## src/rtl/pfq_pkg.sv

```systemverilog
package pfq_pkg;
  localparam int unsigned MAX_WAIT = 4;
  localparam int unsigned WS_W     = 3;

  // States needed for one code byte under the given configuration
  function automatic int unsigned byte_states(input logic page, input logic [WS_W-1:0] ws);
    int unsigned n;
    n = (32'(ws) > MAX_WAIT) ? MAX_WAIT : 32'(ws);
    return page ? 32'd1 : (32'd2 + n);
  endfunction

  // Clock cycles for one code byte: each state spans two cycles
  function automatic int unsigned byte_cycles(input logic page, input logic [WS_W-1:0] ws);
    return 32'd2 * byte_states(page, ws);
  endfunction
endpackage

```

## src/rtl/pfq_fifo.sv

```systemverilog
module pfq_fifo #(
  parameter int DEPTH = 4,
  parameter int DW    = 8
) (
  input  logic          clk,
  input  logic          rst_n,
  input  logic          clr,
  input  logic          push,
  input  logic [DW-1:0] din,
  input  logic          pop,
  output logic [DW-1:0] dout,
  output logic          full_q,
  output logic          empty_q,
  output logic          room
);
  localparam int PW = $clog2(DEPTH);
  localparam int CW = $clog2(DEPTH + 1);

  logic [DW-1:0] slots [DEPTH];
  logic [PW-1:0] rd_q, wr_q;
  logic [CW-1:0] cnt_q, cnt_nx;
  logic          push_ok, pop_ok;

  assign push_ok = push && !clr;
  assign pop_ok  = pop && !empty_q && !clr;
  assign cnt_nx  = clr ? '0 : (cnt_q + CW'(push_ok) - CW'(pop_ok));
  assign room    = (cnt_nx < CW'(DEPTH));
  assign dout    = slots[rd_q];

  always_ff @(posedge clk or negedge rst_n) begin
    if (!rst_n) begin
      rd_q    <= '0;
      wr_q    <= '0;
      cnt_q   <= '0;
      full_q  <= 1'b0;
      empty_q <= 1'b1;
    end else begin
      cnt_q   <= cnt_nx;
      full_q  <= (cnt_nx == CW'(DEPTH));
      empty_q <= (cnt_nx == '0);
      if (clr) begin
        rd_q <= '0;
        wr_q <= '0;
      end else begin
        if (push_ok) wr_q <= wr_q + 1'b1;
        if (pop_ok)  rd_q <= rd_q + 1'b1;
      end
    end
  end

  always_ff @(posedge clk) begin
    if (push_ok) slots[wr_q] <= din;
  end

  p_no_overflow_r4: assert property (@(posedge clk) disable iff (!rst_n)
    push |-> !full_q);
  p_flags_exclusive_r4: assert property (@(posedge clk) disable iff (!rst_n)
    !(full_q && empty_q));
  p_level_bound_r4: assert property (@(posedge clk) disable iff (!rst_n)
    cnt_q <= CW'(DEPTH));
endmodule

```

## src/rtl/pfq_fetch.sv

```systemverilog
module pfq_fetch #(
  parameter int ADDR_W = 16,
  parameter int CNT_W  = 4
) (
  input  logic                     clk,
  input  logic                     rst_n,
  input  logic                     cfg_page,
  input  logic [pfq_pkg::WS_W-1:0] cfg_wait,
  input  logic                     flush,
  input  logic [ADDR_W-1:0]        flush_addr,
  input  logic                     room,
  output logic                     mem_req,
  output logic [ADDR_W-1:0]        mem_addr,
  output logic                     push
);
  logic              phase_q;   // 1 in the second cycle of a state
  logic              busy_q;
  logic [CNT_W-1:0]  cnt_q;
  logic [ADDR_W-1:0] addr_q;
  logic [CNT_W-1:0]  load_val;
  logic              byte_done, launch;

  assign load_val  = CNT_W'(pfq_pkg::byte_cycles(cfg_page, cfg_wait) - 32'd1);
  assign byte_done = busy_q && (cnt_q == '0);
  // Start the next fetch so that it begins on the coming state boundary
  assign launch    = phase_q && room && (flush || !busy_q || byte_done);
  assign push      = byte_done && !flush;
  assign mem_req   = busy_q;
  assign mem_addr  = addr_q;

  always_ff @(posedge clk or negedge rst_n) begin
    if (!rst_n) begin
      phase_q <= 1'b0;
      busy_q  <= 1'b0;
      cnt_q   <= '0;
      addr_q  <= '0;
    end else begin
      phase_q <= ~phase_q;
      if (launch)                  busy_q <= 1'b1;
      else if (byte_done || flush) busy_q <= 1'b0;
      if (launch)      cnt_q <= load_val;
      else if (busy_q) cnt_q <= cnt_q - 1'b1;
      if (flush)          addr_q <= flush_addr;
      else if (byte_done) addr_q <= addr_q + 1'b1;
    end
  end

  p_start_on_boundary_r1: assert property (@(posedge clk) disable iff (!rst_n)
    $rose(busy_q) |-> !phase_q);
  p_end_on_state_end_r1: assert property (@(posedge clk) disable iff (!rst_n)
    byte_done |-> phase_q);
  p_addr_hold_r6: assert property (@(posedge clk) disable iff (!rst_n)
    (busy_q && !byte_done && !flush) |=> $stable(addr_q));
  p_addr_step_r6: assert property (@(posedge clk) disable iff (!rst_n)
    (byte_done && !flush) |=> (addr_q == $past(addr_q) + 1'b1));
  p_count_steady_r8: assert property (@(posedge clk) disable iff (!rst_n)
    (busy_q && !byte_done && !flush) |=> (busy_q && cnt_q == $past(cnt_q) - 1'b1));
endmodule

```

## src/rtl/code_prefetch_queue.sv

```systemverilog
module code_prefetch_queue #(
  parameter int ADDR_W = 16,
  parameter int DEPTH  = 4
) (
  input  logic                     clk,
  input  logic                     rst_n,
  input  logic                     cfg_page,
  input  logic [pfq_pkg::WS_W-1:0] cfg_wait,
  input  logic                     flush,
  input  logic [ADDR_W-1:0]        flush_addr,
  output logic                     mem_req,
  output logic [ADDR_W-1:0]        mem_addr,
  input  logic [7:0]               mem_rdata,
  output logic                     out_valid,
  output logic [7:0]               out_byte,
  input  logic                     out_pop,
  output logic                     q_full,
  output logic                     q_empty
);
  localparam int MAX_CYC = 2 * (2 + int'(pfq_pkg::MAX_WAIT));
  localparam int CNT_W   = $clog2(MAX_CYC);

  logic fill_push;
  logic fill_room;

  pfq_fetch #(.ADDR_W(ADDR_W), .CNT_W(CNT_W)) u_fetch (
    .clk, .rst_n, .cfg_page, .cfg_wait, .flush, .flush_addr,
    .room(fill_room), .mem_req, .mem_addr, .push(fill_push)
  );

  pfq_fifo #(.DEPTH(DEPTH), .DW(8)) u_queue (
    .clk, .rst_n, .clr(flush), .push(fill_push), .din(mem_rdata),
    .pop(out_pop), .dout(out_byte), .full_q(q_full), .empty_q(q_empty),
    .room(fill_room)
  );

  assign out_valid = !q_empty;

  p_flush_clears_r7: assert property (@(posedge clk) disable iff (!rst_n)
    flush |=> !out_valid);
  p_no_fetch_when_full_r4: assert property (@(posedge clk) disable iff (!rst_n)
    (q_full && !out_pop && !flush && !mem_req) |=> !mem_req);
endmodule

```

## config.mk

```make
export PLATFORM = sky130hd
export DESIGN_NAME = code_prefetch_queue
export DESIGN_NICKNAME = d
export VERILOG_FILES = /design/src/rtl/pfq_pkg.sv /design/src/rtl/pfq_fifo.sv /design/src/rtl/pfq_fetch.sv /design/src/rtl/code_prefetch_queue.sv
export SDC_FILE = /design/constraint.sdc
export NUM_CORES = 1
export LEC_CHECK = 0
export ABC_AREA = 1
export CORE_MARGIN = 2
export CORE_UTILIZATION = 52
export CTS_CLUSTER_DIAMETER = 40
export DETAILED_ROUTE_END_ITERATION = 6
export PLACE_DENSITY = 0.86
export SLEW_MARGIN = 10
export SYNTH_ARGS = -nofsm -noshare
export SYNTH_HDL_FRONTEND = slang
export SYNTH_SLANG_ARGS = --single-unit
```

## constraint.sdc

```tcl
create_clock -name clk -period 3 [get_ports clk]
set_input_delay 0.75 -clock clk [delete_from_list [all_inputs] [get_ports clk]]
set_output_delay 0.75 -clock clk [all_outputs]
set_load 0.05 [all_outputs]
```

==> results.sh, run 1 <==
export IMPL_clock_path_buffers=2
export IMPL_drtIter0Drc=132
export IMPL_p_per_area_nw_per_um2=646
export IMPL_cts_inserted_buffers=9
export IMPL_maxCapViolCount=0
export IMPL_synth_seq_cells=63
export IMPL_fmax_ghz=0.354
export IMPL_synth_cell_types=33
export IMPL_grt_pass1_wl_um=10800
export IMPL_hold_violations=0
export IMPL_min_path_type="flip-flop to flip-flop"
export IMPL_io_pins=60
export IMPL_critical_path_class="flip-flop to primary output"
export IMPL_final_area_um2=4010
export IMPL_antenna_left=0
export IMPL_num_rows=28
export IMPL_start_kind="flip-flop"
export IMPL_root_buffer="clkbuf_8"
export IMPL_cp_required_ns=2.25
export IMPL_end_kind="primary output"
export IMPL_cts_hold_buf=0
export IMPL_initial_core_util_pct=53.3
export IMPL_gr_usage_all_layers_pct=21.7
export IMPL_grt_max_degree=32
export IMPL_irDropWorstVdd_mv=0.456
export IMPL_syn_nets=374
export IMPL_setup_tns_ns=0
export IMPL_htreeDepth=3
export IMPL_seq_area_frac_synth_pct=55.4
export IMPL_worst_path_max_fanout=10
export IMPL_antenna_found_initial=0
export IMPL_dieArea_um2=6670
export IMPL_synth_top_area_share_pct=30.6
export IMPL_die_h_um=81.7
export IMPL_clkTransAtPathRegs_ns=0.06
export IMPL_period_share_pct=94.3
export IMPL_clock_latency_ns=0.33
export IMPL_place_gp_congestion=0.868
export IMPL_cts_setup_buffers=0
export IMPL_fin_nets=448
export IMPL_drv_slew=0
export IMPL_clock_sinks=63
export IMPL_n_antenna_cell=0
export IMPL_rsz0062_at_grt="false"
export IMPL_syn_inst=331
export IMPL_grt_pass1_vias=2517
export IMPL_arrival_ns=2.08
export IMPL_cts_tree="done"
export IMPL_fin_crit_ns=2.83
export IMPL_wl_um=6620
export IMPL_dp_hpwl_um=4740
export IMPL_io_buffers=59
export IMPL_placed_cell_area_um2=3840
export IMPL_drc=0
export IMPL_whs_ns=0.510
export IMPL_post_route_cells_drive_above_1_share_pct=12.2
export IMPL_yosysWarnings=0
export IMPL_power_mw=2.59
export IMPL_synth_area_top_cells="edfxtp_1 (31%), dfrtp_1 (24%), nand2_1 (7.9%)"
export IMPL_rr_worst_depth=13
export IMPL_skew_ns=0.00497
export IMPL_synthDominantAreaCellType="edfxtp_1"
export IMPL_slew_headroom_pct=65.9
export IMPL_area_growth_pct=27.7
export IMPL_grt_ovfl_total=0
export IMPL_viasPerCell=5.19
export IMPL_setup_viol=0
export IMPL_syn_area_per_cell_um2=9.47
export IMPL_worst_pin_slew_ns=0.510
export IMPL_status="complete, no violations"
export IMPL_leakagePower_nw=1.70
export IMPL_core_area_um2=5890
export IMPL_hold_depth=2
export IMPL_wl_per_cell_um=13.6
export IMPL_first_pass_iters=5
export IMPL_die_w_um=81.7
export IMPL_syn_area_um2=3140
export IMPL_vias=2519
==> power breakdown <==
part	switching (mW)	internal, mW
logic	0.588	0.313
registers	0.0867	1.00
clock network	0.306	0.291
total	0.981	1.61
==> worst max-delay path, cell delays in order (launching register included) <==
cell             delay [ns]
dfrtp_1                0.38
inv_1                  0.24
o21ai_0                0.16
o22ai_1                0.15
clkdlybuf4s50_1        0.83
==> timing repair <==
item,4_1_cts,5_1_grt
endpoints found under the setup margin,0,2
hold endpoints to repair,0,0
gates resized for setup,0,2
==> stage by stage <==
step | std cells | setup WS, ns | util, %
after floorplan | 331 | 0.184 | -
after global placement | 469 | 0.0832 | 65.3
after detailed placement | 469 | -0.0630 | 65.3
after CTS | 485 | 0.0586 | 68.0
after global routing | 485 | 0.0785 | 68.0
final | 485 | 0.171 | 68.0
==> layout by cell type, fill, tap and decap left out, types with 3 or more instances in the layout <==
master            n
nand2_1          66
clkdlybuf4s50_1  52
nor2_1           41
inv_1            37
edfxtp_1         32
dfrtp_1          30
nand3_1          24
o21ai_0          22
buf_4            15
ha_1             10
clkbuf_8          9
o22ai_1           8
xnor2_1           7
a21oi_1           7
nand3_2           4
nand2_2           4
nor2_2            4
nand4_1           4
o211ai_1          4
inv_2             3
==> flip-flops by register name, indices dropped and copies added (netlist names) <==
signal,flops
u_fetch.cnt_q,4
u_fetch.mem_addr,16
u_queue.rd_q,2
u_queue.empty_q,1
u_fetch.mem_req,1
u_fetch.phase_q,1
u_queue.wr_q,2
u_queue.slots,32
u_queue.cnt_q,3
u_queue.full_q,1
==> metal layers <==
metal  GRT usage [%]  share of wire [%]
met5               0                  0
met1            25.9                 43
met2            37.2                 50
met4            11.7                1.9
met3            4.07                5.1
==> final cells by class <==
type                            count  area (µm²)
Fill cell                         454        1880
Sequential cell                    63        1740
Multi-Input combinational cell    222        1210
Timing Repair Buffer               69         658
Inverter                           40         150
Clock buffer                       11         131
Tap cell                           75        93.8
Clock inverter                      5        25.0
==> synthesized netlist by cell type <==
master / instances
a21oi_1: 7
a31oi_1: 1
buf_2: 4
buf_8: 1
clkbuf_1: 1
dfrtp_1: 30
dfstp_2: 1
edfxtp_1: 32
fa_1: 1
ha_1: 10
inv_1: 37
inv_2: 3
nand2_1: 66
nand2_2: 4
nand3_1: 24
nand3_2: 4
nand4_1: 4
nand4_4: 1
nor2_1: 41
nor2_2: 4
nor2_4: 2
nor3_1: 1
nor3_2: 2
o211ai_1: 4
o21a_1: 1
o21ai_0: 22
o21ai_1: 2
o21ai_2: 1
o21bai_1: 2
o22ai_1: 8
or2_2: 1
xnor2_1: 7
xor2_1: 2
==> cells by family after synthesis <==
logic type                 share of synthesized area (%)
adders and majority gates                           4.63
xor gates and xnor gates                            2.51
and+or+nand+nor                                     22.7
buffers and inverters                               6.03
DFF                                                 55.4
AOI/OAI and AO/OA                                   8.70
==> path summary, 6_finish.rpt <==
path | startpoint | to | slack, ns
min in group asynchronous | rst_n | u_fetch.mem_addr[15]$_DFFE_PN0P_ | 0.81
worst min-delay path | u_fetch.cnt_q[0]$_DFFE_PN0P_ | u_fetch.cnt_q[0]$_DFFE_PN0P_ | 0.51
worst max-delay path | u_queue.rd_q[1]$_DFFE_PN0P_ | out_byte[0] | 0.17
worst min register to register | u_fetch.cnt_q[0]$_DFFE_PN0P_ | u_fetch.cnt_q[0]$_DFFE_PN0P_ | 0.51
max in group asynchronous | rst_n | u_queue.empty_q$_DFF_PN1_ | 1.86
worst max register to register | u_queue.empty_q$_DFF_PN1_ | u_fetch.cnt_q[2]$_DFFE_PN0P_ | 0.56
(Power assumes the default switching activity.)
==> run 2: changes to the inputs <==
--- a/config.mk
+++ b/config.mk
@@ -9,6 +9,7 @@
 export CORE_MARGIN = 2
 export CORE_UTILIZATION = 52
 export CTS_CLUSTER_DIAMETER = 40
+export CTS_CLUSTER_SIZE = 14
 export DETAILED_ROUTE_END_ITERATION = 6
 export PLACE_DENSITY = 0.86
 export SLEW_MARGIN = 10
==> results of run 2 <==
Same layout as run 1: the final DEF is identical, and so are final timing and power.
==> run 3: changes to the inputs <==
--- a/config.mk
+++ b/config.mk
@@ -6,6 +6,7 @@
 export NUM_CORES = 1
 export LEC_CHECK = 0
 export ABC_AREA = 1
+export CORE_ASPECT_RATIO = 1.2
 export CORE_MARGIN = 2
 export CORE_UTILIZATION = 52
 export CTS_CLUSTER_DIAMETER = 40
==> run 3 against run 2 <==
Against the previous run: die area about the same; register-to-register slack better by 0.03 ns; hold slack better by 0.015 ns; wire length down 1.8%; critical path depth unchanged; final cell count up 1.4%; via count up 1.3%; clock-buffer cell count down 2; critical endpoint is now out_byte[7]; highest routed layer unchanged.
==> results.sh, run 3 (same netlist as run 1, synthesis figures left out) <==
export IMPL_status="complete, no violations"
export IMPL_vias=2552
export IMPL_whs_endpoint="u_fetch.mem_addr[13]$_DFFE_PN0P_"
export IMPL_dieArea_um2=6670
export IMPL_ctsResizeCount=0
export IMPL_fmax_ghz=0.351
export IMPL_clock_path_buffers=2
export IMPL_period_share_pct=94.9
export IMPL_reg2reg_slack_ns=0.59
export IMPL_grt_ovfl_total=0
export IMPL_n_fill_cell=467
export IMPL_fin_nets=448
export IMPL_placed_cell_area_um2=3850
export IMPL_cp_top_family="buffers and inverters"
export IMPL_grt_pass1_vias=2463
export IMPL_slew_headroom_pct=65.4
export IMPL_wl_um=6500
export IMPL_clkTransAtPathRegs_ns=0.07
export IMPL_initial_core_util_pct=52.8
export IMPL_cts_inserted_buffers=9
export IMPL_die_h_um=89.1
export IMPL_worst_pin_slew_ns=0.517
export IMPL_htreeDepth=3
export IMPL_io_buffers=59
export IMPL_area_growth_pct=28.8
export IMPL_leakagePower_nw=1.70
export IMPL_io_pins=60
export IMPL_irDropWorstVdd_mv=0.484
export IMPL_viasPerCell=5.19
export IMPL_skew_ns=0.00547
export IMPL_final_seq_area_um2=1740
export IMPL_place_inst=476
export IMPL_antenna_found_initial=0
export IMPL_end_kind="primary output"
export IMPL_cts_hold_buf=0
export IMPL_drv_slew=0
export IMPL_cp_slowest_cell="clkdlybuf4s50_1"
export IMPL_fin_cells=492
export IMPL_drc=0
export IMPL_grt_pass1_wl_um=10700
export IMPL_setup_viol=0
export IMPL_dp_hpwl_um=4660
export IMPL_cts_tree="done"
export IMPL_grt_max_degree=32
export IMPL_whs_ns=0.525
export IMPL_layout_common_cells="nand2_1 (66), clkdlybuf4s50_1 (53), nor2_1 (41), inv_1 (37), edfxtp_1 (32)"
export IMPL_rr_worst_depth=13
export IMPL_fin_crit_ns=2.85
export IMPL_reg2reg_to="u_fetch.cnt_q[2]$_DFFE_PN0P_"
export IMPL_clock_latency_ns=0.34
export IMPL_p_per_area_nw_per_um2=663
export IMPL_power_mw=2.68
export IMPL_critical_path_depth=4
export IMPL_drtIter0Drc=129
export IMPL_gr_usage_all_layers_pct=21.5
export IMPL_critical_path_class="flip-flop to primary output"
export IMPL_dpl_worst_slack_ns=-0.0264
export IMPL_final_area_um2=4040
export IMPL_final_common_cell="nand2_1"
export IMPL_arrival_ns=2.10
export IMPL_min_path_type="flip-flop to flip-flop"
export IMPL_maxCapViolCount=0
export IMPL_worst_slack_ns=0.153
export IMPL_crit_chain="inv_1, o21ai_0, o22ai_1, clkdlybuf4s50_1"
export IMPL_num_rows=31
export IMPL_path_buf_inv=2
export IMPL_r2r_start="u_queue.empty_q$_DFF_PN1_"
export IMPL_cts_setup_buffers=0
export IMPL_largest_reg_flops=32
export IMPL_hold_violations=0
export IMPL_first_pass_iters=6
export IMPL_top_register="u_queue.slots"
export IMPL_slowest_delay_ns=0.83
export IMPL_worst_path_max_fanout=10
export IMPL_cp_required_ns=2.25
export IMPL_place_gp_congestion=0.920
export IMPL_clock_sinks=63
export IMPL_root_buffer="clkbuf_8"
export IMPL_start_kind="flip-flop"
export IMPL_die_w_um=74.9
export IMPL_rsz0062_at_grt="false"
export IMPL_core_area_um2=5930
export IMPL_hold_depth=2
export IMPL_wl_per_cell_um=13.2
export IMPL_antenna_left=0
export IMPL_hp_start="u_fetch.mem_addr[13]$_DFFE_PN0P_"
export IMPL_post_route_cells_drive_above_1_share_pct=13.2
export IMPL_n_antenna_cell=0
export IMPL_multi_input_area_um2=1210
-- run 3: area by class of cell --
class	count	area share [%]
multi-input combinational	222	29.9
tap	82	2.54
inverter	40	3.72
clock buffer	9	3.07
timing repair buffer	69	16.1
clock inverter	7	1.58
sequential	63	43.0
-- run 3: metrics by stage --
step           setup TNS [ns]  util, %
2_1_floorplan               0        -
3_3_place_gp                0     64.9
3_5_place_dp          -0.0330     64.9
4_1_cts                     0     68.0
5_1_grt                     0     68.0
6_report                    0     68.0
-- run 3: per-layer routing --
layer / track usage, % / part of all wire, % / vias to the layer above
li1: - / - / 1253
met1: 25.2 / 39 / 1194
met2: 37.2 / 53 / 92
met3: 4.62 / 5.7 / 13
met4: 10.4 / 1.9 / 0
met5: 0 / 0 / -
-- run 3: how the worst max path moves through the flow --
| stage | from | slack, ns | end |
|---|---|---|---|
| floorplan | flush | 0.18 | u_fetch.cnt_q[2]$_DFFE_PN0P_ |
| global placement | out_pop | 0.08 | u_fetch.cnt_q[2]$_DFFE_PN0P_ |
| detailed placement | flush | -0.03 | u_fetch.cnt_q[2]$_DFFE_PN0P_ |
| CTS | u_queue.rd_q[1]$_DFFE_PN0P_ | 0.14 | out_byte[7] |
| global route | u_queue.rd_q[1]$_DFFE_PN0P_ | 0.04 | out_byte[7] |
| finish | u_queue.rd_q[1]$_DFFE_PN0P_ | 0.15 | out_byte[7] |
-- run 3: report_power, final --
group | total, mW | switching (mW) | internal, mW
combinational | 0.891 | 0.580 | 0.311
clock | 0.695 | 0.320 | 0.375
sequential | 1.09 | 0.0861 | 1.00
-- run 3: worst min-delay path, delay by kind of cell, from the launching register on --
family	cells	cell delay (ns)
simple gates	2	0.13
flops	1	0.37
